==> config.mk <==
export PLATFORM = sky130hd
export DESIGN_NAME = fbv_scan_addr
export DESIGN_NICKNAME = d
export VERILOG_FILES = /design/src/rtl/fbv_pkg.sv /design/src/rtl/fbv_cfg_clip.sv /design/src/rtl/fbv_cfg_bank.sv /design/src/rtl/fbv_addr_gen.sv /design/src/rtl/fbv_scan_addr.sv
export SDC_FILE = /design/constraint.sdc
export NUM_CORES = 2
export LEC_CHECK = 0
export BUFFER_PORTS_ARGS = -buffer_cell sky130_fd_sc_hd__buf_2
export CAP_MARGIN = 0
export CELL_PAD_IN_SITES_DETAIL_PLACEMENT = 0
export CELL_PAD_IN_SITES_GLOBAL_PLACEMENT = 2
export CORE_ASPECT_RATIO = 1.2
export CORE_MARGIN = 1
export CORE_UTILIZATION = 40
export DETAILED_ROUTE_END_ITERATION = 8
export PLACE_DENSITY_LB_ADDON = 0.1
export SLEW_MARGIN = 10
export SYNTH_ARGS = -nofsm -noshare
export SYNTH_HDL_FRONTEND = slang
export SYNTH_HIERARCHICAL = 1
export SYNTH_SLANG_ARGS = --single-unit
==> constraint.sdc <==
create_clock -name clk -period 12.9 [get_ports clk]
set_input_delay 3.87 -clock clk [delete_from_list [all_inputs] [get_ports clk]]
set_output_delay 3.87 -clock clk [all_outputs]
set_load 0.03 [all_outputs]
==> src/rtl/fbv_pkg.sv <==
package fbv_pkg;

  typedef enum logic [2:0] {
    SEL_DISP_W = 3'd0,
    SEL_DISP_H = 3'd1,
    SEL_BUF_W  = 3'd2,
    SEL_BUF_H  = 3'd3,
    SEL_ORG_X  = 3'd4,
    SEL_ORG_Y  = 3'd5,
    SEL_DEPTH  = 3'd6,
    SEL_BASE   = 3'd7
  } cfg_sel_e;

  function automatic logic depth_legal(input logic [31:0] d);
    return (d == 32'd8) || (d == 32'd16) || (d == 32'd24) || (d == 32'd32);
  endfunction

endpackage

==> src/rtl/fbv_cfg_clip.sv <==
module fbv_cfg_clip #(
  parameter int MAX_DIM = 2048,
  parameter int DIM_W   = 12,
  parameter int BPP_W   = 6,
  parameter int ADDR_W  = 32
) (
  input  logic [1:0][DIM_W-1:0] cur_disp,
  input  logic [1:0][DIM_W-1:0] cur_buf,
  input  logic [1:0][DIM_W-1:0] cur_org,
  input  logic [BPP_W-1:0]      cur_depth,
  input  logic [ADDR_W-1:0]     cur_base,
  input  logic                  wr_en,
  input  logic [2:0]            wr_sel,
  input  logic [31:0]           wr_data,
  output logic [1:0][DIM_W-1:0] nxt_disp,
  output logic [1:0][DIM_W-1:0] nxt_buf,
  output logic [1:0][DIM_W-1:0] nxt_org,
  output logic [BPP_W-1:0]      nxt_depth,
  output logic [ADDR_W-1:0]     nxt_base
);
  import fbv_pkg::*;

  localparam logic [31:0] MAX_V = 32'(MAX_DIM);

  logic [1:0][31:0] c_disp, c_buf, c_org;
  logic [31:0]      c_depth;
  logic [ADDR_W-1:0] c_base;

  // candidate set: current pending values with the written field replaced
  always_comb begin
    for (int a = 0; a < 2; a++) begin
      c_disp[a] = 32'(cur_disp[a]);
      c_buf[a]  = 32'(cur_buf[a]);
      c_org[a]  = 32'(cur_org[a]);
    end
    c_depth = 32'(cur_depth);
    c_base  = cur_base;
    if (wr_en) begin
      case (cfg_sel_e'(wr_sel))
        SEL_DISP_W: c_disp[0] = wr_data;
        SEL_DISP_H: c_disp[1] = wr_data;
        SEL_BUF_W:  c_buf[0]  = wr_data;
        SEL_BUF_H:  c_buf[1]  = wr_data;
        SEL_ORG_X:  c_org[0]  = wr_data;
        SEL_ORG_Y:  c_org[1]  = wr_data;
        SEL_DEPTH:  c_depth   = wr_data;
        default:    c_base    = ADDR_W'(wr_data);
      endcase
    end
  end

  // per-axis clamping chain: display, then buffer, then origin
  for (genvar a = 0; a < 2; a++) begin : g_axis
    logic [31:0] d_cl, b_cl, slack, o_cl;
    assign d_cl  = (c_disp[a] == 32'd0) ? 32'd1 :
                   (c_disp[a] > MAX_V)  ? MAX_V : c_disp[a];
    assign b_cl  = (c_buf[a] > MAX_V)   ? MAX_V :
                   (c_buf[a] < d_cl)    ? d_cl  : c_buf[a];
    assign slack = b_cl - d_cl;
    assign o_cl  = (c_org[a] > slack)   ? slack : c_org[a];
    assign nxt_disp[a] = DIM_W'(d_cl);
    assign nxt_buf[a]  = DIM_W'(b_cl);
    assign nxt_org[a]  = DIM_W'(o_cl);
  end

  assign nxt_depth = depth_legal(c_depth) ? BPP_W'(c_depth) : BPP_W'(16);
  assign nxt_base  = c_base;

endmodule

==> src/rtl/fbv_cfg_bank.sv <==
module fbv_cfg_bank #(
  parameter int              MAX_DIM    = 2048,
  parameter int              DIM_W      = 12,
  parameter int              BPP_W      = 6,
  parameter int              ADDR_W     = 32,
  parameter int              PITCH_W    = 14,
  parameter int              SIZE_W     = 26,
  parameter int              DEF_DISP_W = 640,
  parameter int              DEF_DISP_H = 480,
  parameter int              DEF_DEPTH  = 16,
  parameter logic [ADDR_W-1:0] DEF_BASE = 32'h0010_0000
) (
  input  logic                  clk,
  input  logic                  rst_n,
  input  logic                  wr_en,
  input  logic [2:0]            wr_sel,
  input  logic [31:0]           wr_data,
  input  logic [2:0]            rd_sel,
  output logic [31:0]           rd_data,
  input  logic                  frame_start,
  output logic [1:0][DIM_W-1:0] act_disp,
  output logic [1:0][DIM_W-1:0] act_org,
  output logic [2:0]            act_bytes,
  output logic [ADDR_W-1:0]     act_base,
  output logic [PITCH_W-1:0]    pitch_q,
  output logic [SIZE_W-1:0]     size_q
);
  import fbv_pkg::*;

  localparam logic [1:0][DIM_W-1:0] RST_DISP =
    {DIM_W'(DEF_DISP_H), DIM_W'(DEF_DISP_W)};
  localparam logic [PITCH_W-1:0] RST_PITCH =
    PITCH_W'(DEF_DISP_W * (DEF_DEPTH / 8));
  localparam logic [SIZE_W-1:0] RST_SIZE =
    SIZE_W'(DEF_DISP_W * (DEF_DEPTH / 8) * DEF_DISP_H);

  logic [1:0][DIM_W-1:0] pd_disp, pd_buf, pd_org;
  logic [BPP_W-1:0]      pd_depth;
  logic [ADDR_W-1:0]     pd_base;
  logic [1:0][DIM_W-1:0] nx_disp, nx_buf, nx_org;
  logic [BPP_W-1:0]      nx_depth;
  logic [ADDR_W-1:0]     nx_base;
  logic [PITCH_W-1:0]    pd_pitch;
  logic [SIZE_W-1:0]     pd_size;

  fbv_cfg_clip #(
    .MAX_DIM(MAX_DIM), .DIM_W(DIM_W), .BPP_W(BPP_W), .ADDR_W(ADDR_W)
  ) clip_i (
    .cur_disp(pd_disp), .cur_buf(pd_buf), .cur_org(pd_org),
    .cur_depth(pd_depth), .cur_base(pd_base),
    .wr_en(wr_en), .wr_sel(wr_sel), .wr_data(wr_data),
    .nxt_disp(nx_disp), .nxt_buf(nx_buf), .nxt_org(nx_org),
    .nxt_depth(nx_depth), .nxt_base(nx_base)
  );

  // pending set: written only on wr_en
  always_ff @(posedge clk or negedge rst_n) begin
    if (!rst_n) begin
      pd_disp  <= RST_DISP;
      pd_buf   <= RST_DISP;
      pd_org   <= '0;
      pd_depth <= BPP_W'(DEF_DEPTH);
      pd_base  <= DEF_BASE;
    end else if (wr_en) begin
      pd_disp  <= nx_disp;
      pd_buf   <= nx_buf;
      pd_org   <= nx_org;
      pd_depth <= nx_depth;
      pd_base  <= nx_base;
    end
  end

  always_comb begin
    pd_pitch = PITCH_W'(pd_buf[0]) * PITCH_W'(pd_depth >> 3);
    pd_size  = SIZE_W'(pd_pitch) * SIZE_W'(pd_buf[1]);
  end

  // active set: copied only on frame_start
  always_ff @(posedge clk or negedge rst_n) begin
    if (!rst_n) begin
      act_disp  <= RST_DISP;
      act_org   <= '0;
      act_bytes <= 3'(DEF_DEPTH / 8);
      act_base  <= DEF_BASE;
      pitch_q   <= RST_PITCH;
      size_q    <= RST_SIZE;
    end else if (frame_start) begin
      act_disp  <= pd_disp;
      act_org   <= pd_org;
      act_bytes <= 3'(pd_depth >> 3);
      act_base  <= pd_base;
      pitch_q   <= pd_pitch;
      size_q    <= pd_size;
    end
  end

  always_comb begin
    case (cfg_sel_e'(rd_sel))
      SEL_DISP_W: rd_data = 32'(pd_disp[0]);
      SEL_DISP_H: rd_data = 32'(pd_disp[1]);
      SEL_BUF_W:  rd_data = 32'(pd_buf[0]);
      SEL_BUF_H:  rd_data = 32'(pd_buf[1]);
      SEL_ORG_X:  rd_data = 32'(pd_org[0]);
      SEL_ORG_Y:  rd_data = 32'(pd_org[1]);
      SEL_DEPTH:  rd_data = 32'(pd_depth);
      default:    rd_data = 32'(pd_base);
    endcase
  end


  disp_range_chk: assert property (@(posedge clk) disable iff (!rst_n)
    (pd_disp[0] != '0) && (pd_disp[1] != '0) &&
    (32'(pd_disp[0]) <= 32'(MAX_DIM)) && (32'(pd_disp[1]) <= 32'(MAX_DIM)));

  buf_covers_disp_chk: assert property (@(posedge clk) disable iff (!rst_n)
    (pd_buf[0] >= pd_disp[0]) && (pd_buf[1] >= pd_disp[1]));

  org_fits_chk: assert property (@(posedge clk) disable iff (!rst_n)
    (32'(pd_org[0]) + 32'(pd_disp[0]) <= 32'(pd_buf[0])) &&
    (32'(pd_org[1]) + 32'(pd_disp[1]) <= 32'(pd_buf[1])));

  depth_legal_chk: assert property (@(posedge clk) disable iff (!rst_n)
    depth_legal(32'(pd_depth)));

  active_hold_chk: assert property (@(posedge clk) disable iff (!rst_n)
    !frame_start |=> ($stable(act_disp) && $stable(act_org) &&
                      $stable(act_base) && $stable(pitch_q) && $stable(size_q)));

endmodule

==> src/rtl/fbv_addr_gen.sv <==
module fbv_addr_gen #(
  parameter int DIM_W   = 12,
  parameter int ADDR_W  = 32,
  parameter int PITCH_W = 14,
  parameter int SIZE_W  = 26
) (
  input  logic                  clk,
  input  logic                  rst_n,
  input  logic [1:0][DIM_W-1:0] act_disp,
  input  logic [1:0][DIM_W-1:0] act_org,
  input  logic [2:0]            act_bytes,
  input  logic [ADDR_W-1:0]     act_base,
  input  logic [PITCH_W-1:0]    pitch,
  input  logic [SIZE_W-1:0]     size,
  input  logic                  pix_valid,
  input  logic [DIM_W-1:0]      pix_x,
  input  logic [DIM_W-1:0]      pix_y,
  output logic                  addr_valid,
  output logic [ADDR_W-1:0]     addr
);

  logic              visible;
  logic [ADDR_W-1:0] row, col, addr_d;

  always_comb begin
    visible = pix_valid && (pix_x < act_disp[0]) && (pix_y < act_disp[1]);
    row     = ADDR_W'(pix_y) + ADDR_W'(act_org[1]);
    col     = ADDR_W'(pix_x) + ADDR_W'(act_org[0]);
    addr_d  = act_base + row * ADDR_W'(pitch) + col * ADDR_W'(act_bytes);
  end

  always_ff @(posedge clk or negedge rst_n) begin
    if (!rst_n) addr_valid <= 1'b0;
    else        addr_valid <= visible;
  end

  always_ff @(posedge clk or negedge rst_n) begin
    if (!rst_n)       addr <= '0;
    else if (visible) addr <= addr_d;
  end


  no_request_no_addr_chk: assert property (@(posedge clk) disable iff (!rst_n)
    !pix_valid |=> !addr_valid);

  addr_in_buffer_chk: assert property (@(posedge clk) disable iff (!rst_n)
    addr_valid |-> ((addr - $past(act_base)) < ADDR_W'($past(size))));

endmodule

==> src/rtl/fbv_scan_addr.sv <==
module fbv_scan_addr #(
  parameter int              MAX_DIM    = 2048,
  parameter int              DIM_W      = $clog2(MAX_DIM + 1),
  parameter int              ADDR_W     = 32,
  parameter int              DEF_DISP_W = 640,
  parameter int              DEF_DISP_H = 480,
  parameter int              DEF_DEPTH  = 16,
  parameter logic [ADDR_W-1:0] DEF_BASE = 32'h0010_0000,
  parameter int              PITCH_W    = DIM_W + 2,
  parameter int              SIZE_W     = PITCH_W + DIM_W
) (
  input  logic               clk,
  input  logic               rst_n,
  input  logic               wr_en,
  input  logic [2:0]         wr_sel,
  input  logic [31:0]        wr_data,
  input  logic [2:0]         rd_sel,
  output logic [31:0]        rd_data,
  input  logic               frame_start,
  input  logic               pix_valid,
  input  logic [DIM_W-1:0]   pix_x,
  input  logic [DIM_W-1:0]   pix_y,
  output logic               rd_addr_valid,
  output logic [ADDR_W-1:0]  rd_addr,
  output logic [PITCH_W-1:0] pitch_o,
  output logic [SIZE_W-1:0]  size_o
);

  localparam int BPP_W = 6;

  logic [1:0][DIM_W-1:0] act_disp, act_org;
  logic [2:0]            act_bytes;
  logic [ADDR_W-1:0]     act_base;

  fbv_cfg_bank #(
    .MAX_DIM(MAX_DIM), .DIM_W(DIM_W), .BPP_W(BPP_W), .ADDR_W(ADDR_W),
    .PITCH_W(PITCH_W), .SIZE_W(SIZE_W), .DEF_DISP_W(DEF_DISP_W),
    .DEF_DISP_H(DEF_DISP_H), .DEF_DEPTH(DEF_DEPTH), .DEF_BASE(DEF_BASE)
  ) bank_i (
    .clk(clk), .rst_n(rst_n), .wr_en(wr_en), .wr_sel(wr_sel),
    .wr_data(wr_data), .rd_sel(rd_sel), .rd_data(rd_data),
    .frame_start(frame_start), .act_disp(act_disp), .act_org(act_org),
    .act_bytes(act_bytes), .act_base(act_base),
    .pitch_q(pitch_o), .size_q(size_o)
  );

  fbv_addr_gen #(
    .DIM_W(DIM_W), .ADDR_W(ADDR_W), .PITCH_W(PITCH_W), .SIZE_W(SIZE_W)
  ) agen_i (
    .clk(clk), .rst_n(rst_n), .act_disp(act_disp), .act_org(act_org),
    .act_bytes(act_bytes), .act_base(act_base), .pitch(pitch_o),
    .size(size_o), .pix_valid(pix_valid), .pix_x(pix_x), .pix_y(pix_y),
    .addr_valid(rd_addr_valid), .addr(rd_addr)
  );

endmodule

==> metrics.cfg <==
[setup_path]
cpMaxStageDelayCell=fa_1
path_class=in2reg
crit_path_start_kind=input pin
critPathTopFamily=adder cells
crit_fanout=5
required_ps=13370
worst_path_largest_cell_delay_ps=530
crit_top_cell=fa_1
endpoint_kind=flop
cp_num_buf_inv=10
cp.arrival_ps=12790

[logic_synthesis]
yosys_warnings=6
synth_compound_area_share_pct=12.57
yosys-mux-area-fraction_pct=11.13
netlist_area_um2=36570
synth_xor_area_share_pct=2.850
synth_top_family_by_area=adder cells
syn_area_per_cell_um2=9.086
synth-edff-count=0
synth_cells=4025
synthDistinctLibCells=106
synthAdderAreaFrac_pct=31.70
synth-seq-cells=266
ys.flop_type=dfrtp_1
synth_simple_gate_area_share_pct=15.85
async_reset_ff_share_pct=100.0
yosysSeqAreaShare_pct=18.30

[timing]
fin_crit_sh_pct=95.49
clock.fmax_ghz=0.08118
setup_viol=0
tightestPinTransition_ps=986.7
finClkSkew_ps=32.53
min_period_ps=12320
finalHoldViolCount=0
worst_slack_ps=581.8
finalSetupTns_ps=0
slew-limit-headroom_pct=33.74
finalMaxSlewViolations=0
holdWs_ps=480.4
rsz0062_at_grt=no

[job]
max-cap-violations=0

[route]
wire_per_inst_um=21.02
wl_met1_um=51920
via_count=29648
drt-initial-drc-count=1348
routed.top_layer=met4
dr_wl_met2_um=57840
dr_wl_met3_um=4142
via_per_inst=5.301
drt-pass1-iter-count=5
totalWireLength_um=117500
drc=0
ant_nets=0

[clock_network]
root_buffer=clkbuf_16
clock-sinks=266
cts_tree=done
ctsHoldBuffers=0
cts-buffers-inserted=35
path_clk_slew_ps=70
h-tree-depth=2
clk_latency_ps=590
clk_path_buf_depth=3

[place]
dpl.hpwl_um=95290
portBuffers=171
globalplace.congestion=0.8759
pre_cts_slack_ps=-571.4

[power]
switchingPower_mw=5.620
seqPwrFrac_pct=14.2
pwr-share-clk_pct=9.3
leakage_nw=21.42
p_total_mw=11.09
p_int_mw=5.468
powerDensity_nw_per_um2=266.7
comb_power_share_pct=76.5
ir_drop_mv=0.3215
sw_frac_of_total_pct=50.69

[global_route]
grt_max_degree=147
grt_pass1_wl_um=181800
antenna_found_initial=4
grt_pass1_vias=30160
grt_usage_pct=25.59
grt-ovfl-total=0

[floorplan]
start_util_pct=40.33
die_h_um=333.2
die_area_um2=92640
fp-row-count=121
die_w_um=278.0
core_region_area_um2=90690
pin_count=172

[final_layout]
nFillCells=9127
nNetsFinal=5199
multi_input_area_um2=27650
syn2layout_area_growth_pct=13.68
regArea_um2=6691
drive_above_1_share_pct=18.87

[min_path]
worstHoldPathType=reg2reg

[outcome]
status=completed

-- power groups by stage --
stage / registers [mW] / clock network, mW / logic [mW]
after floorplan: 1.47 / 0 / 5.69
after global placement: 1.58 / 0 / 8.47
after detailed placement: 1.59 / 0 / 8.48
after CTS: 1.57 / 1.07 / 8.56
after global routing: 1.61 / 1.09 / 9.56
final: 1.57 / 1.03 / 8.48
-- repair_timing --
item / in CTS / in global routing
setup buffers: 0 / 1
endpoints found under the setup margin: 0 / 23
resized for setup: 0 / 12
-- worst min-delay path, cell delays in order, from the launching register on --
cell,delay [ps]
dfrtp_1,340
nand2_1,50
o21ai_0,60
-- path summary, 6_finish.rpt --
check / startpoint / to / slack (ps) / cells past startpoint
max: pix_x[0] / agen_i/addr[29] / 580 / 41
min: bank_i/size_q[5] / bank_i/size_q[5] / 480 / 2
min in group asynchronous: rst_n / agen_i/addr[29] / 3250 / 1
max reg2reg: bank_i/act_org[0] / agen_i/addr[29] / 3670 / 40
max in group asynchronous: rst_n / bank_i/pd_buf[10] / 8330 / 2
min reg2reg: bank_i/size_q[5] / bank_i/size_q[5] / 480 / 2
-- metrics by stage --
stage          cell area [um^2]  util [%]  instances
2_1_floorplan             37010         -       4142
3_3_place_gp              40360     44.50       5527
3_5_place_dp              40360     44.50       5527
4_1_cts                   41520     45.78       5591
5_1_grt                   41570     45.84       5592
6_report                  41570     45.84       5593
-- cell usage after synthesis, types with 8 or more instances --
cell       count  area [um^2]
fa_1         319         6386
nor3b_1       15        112.6
nor3_1        45        225.2
o21bai_1      15        112.6
mux2i_1       87        870.8
a22oi_1        8        60.06
a21o_1        95        713.2
and3_1        25        156.4
inv_1        553         2076
o31ai_1       23        172.7
a211oi_1      17        127.6
nand2b_1      42        262.8
nor2b_1       45        281.5
dfrtp_1      238         5956
ha_1         416         5205
o2111ai_1      9        78.83
a221oi_1      10        87.58
nand3_1       67        335.3
mux2_2       279         3142
or2_2          9        56.30
nor4_1        18        112.6
dfstp_2       28        735.7
xnor2_1       77        674.4
o211ai_1      20        150.1
nand2_1      399         1498
o21ai_0      120        600.6
a311oi_1       8        70.07
a31oi_1       24        150.1
buf_2         13        65.06
or3_1         14        87.58
nor2_1       132        495.5
and2_1       240         1501
a21oi_1      162        810.8
o21a_1        40        300.3
a211o_1       12        105.1
clkbuf_1     139        521.8
nand4_1       50        312.8
xor2_1        42        367.9
-- cells in the final DEF (no fill, tap or decap), types with 15 or more instances in the layout --
cell type	Yosys	routed
a21oi_1	162	161
xor2_1	42	42
nand2b_1	42	42
fa_1	319	319
o211ai_1	20	20
dfrtp_1	238	238
dfstp_2	28	28
o21bai_1	15	15
clkbuf_16	0	36
o21ai_0	120	116
buf_4	6	210
mux2i_1	87	87
and2_1	240	240
nand3_1	67	67
nor3_1	45	45
a31oi_1	24	24
ha_1	416	416
mux2_2	279	279
nand2_1	399	399
and3_1	25	25
nor4_1	18	16
inv_1	553	553
conb_1	2	119
o21a_1	40	40
a21o_1	95	95
a211oi_1	17	17
xnor2_1	77	74
nor2b_1	45	45
nor2_1	132	131
nand4_1	50	50
buf_2	13	168
o31ai_1	23	23
-- metal layers --
layer	GRT usage, %	vias to the layer above
met2	45.03	598
li1	-	14249
met1	33.09	14662
met3	2.396	139
met5	0	-
met4	7.488	0
-- registers in the layout, indices dropped and copies added (netlist names) --
register           cells
bank_i/act_org        24
bank_i/act_disp       24
bank_i/pd_org         24
bank_i/pd_depth        6
agen_i/addr_valid      1
bank_i/pd_disp        24
bank_i/pd_base        32
bank_i/act_base       32
agen_i/addr           32
bank_i/pitch_q        14
bank_i/size_q         26
bank_i/pd_buf         24
bank_i/act_bytes       3
-- final cells by class --
| class | instances | share of cell area [%] |
|---|---|---|
| inverter | 559 | 5.065 |
| timing repair buffer | 383 | 6.022 |
| clock buffer | 43 | 2.254 |
| sequential | 266 | 16.10 |
| antenna | 1 | 0.006019 |
| multi-input combinational | 3152 | 66.50 |
| clock inverter | 21 | 0.5387 |
| tap | 1168 | 3.515 |
-- cell families (layout without fill, tap and decap cells) --
group / count (synthesis) / after routing
DFF: 266 / 266
other: 2 / 120
muxes: 369 / 369
AOI/OAI and AO/OA: 671 / 671
and+or+nand+nor: 1139 / 1139
xor gates and xnor gates: 119 / 119
adders and majority gates: 735 / 735
buffers and inverters: 724 / 1006
(Power assumes the default switching activity.)
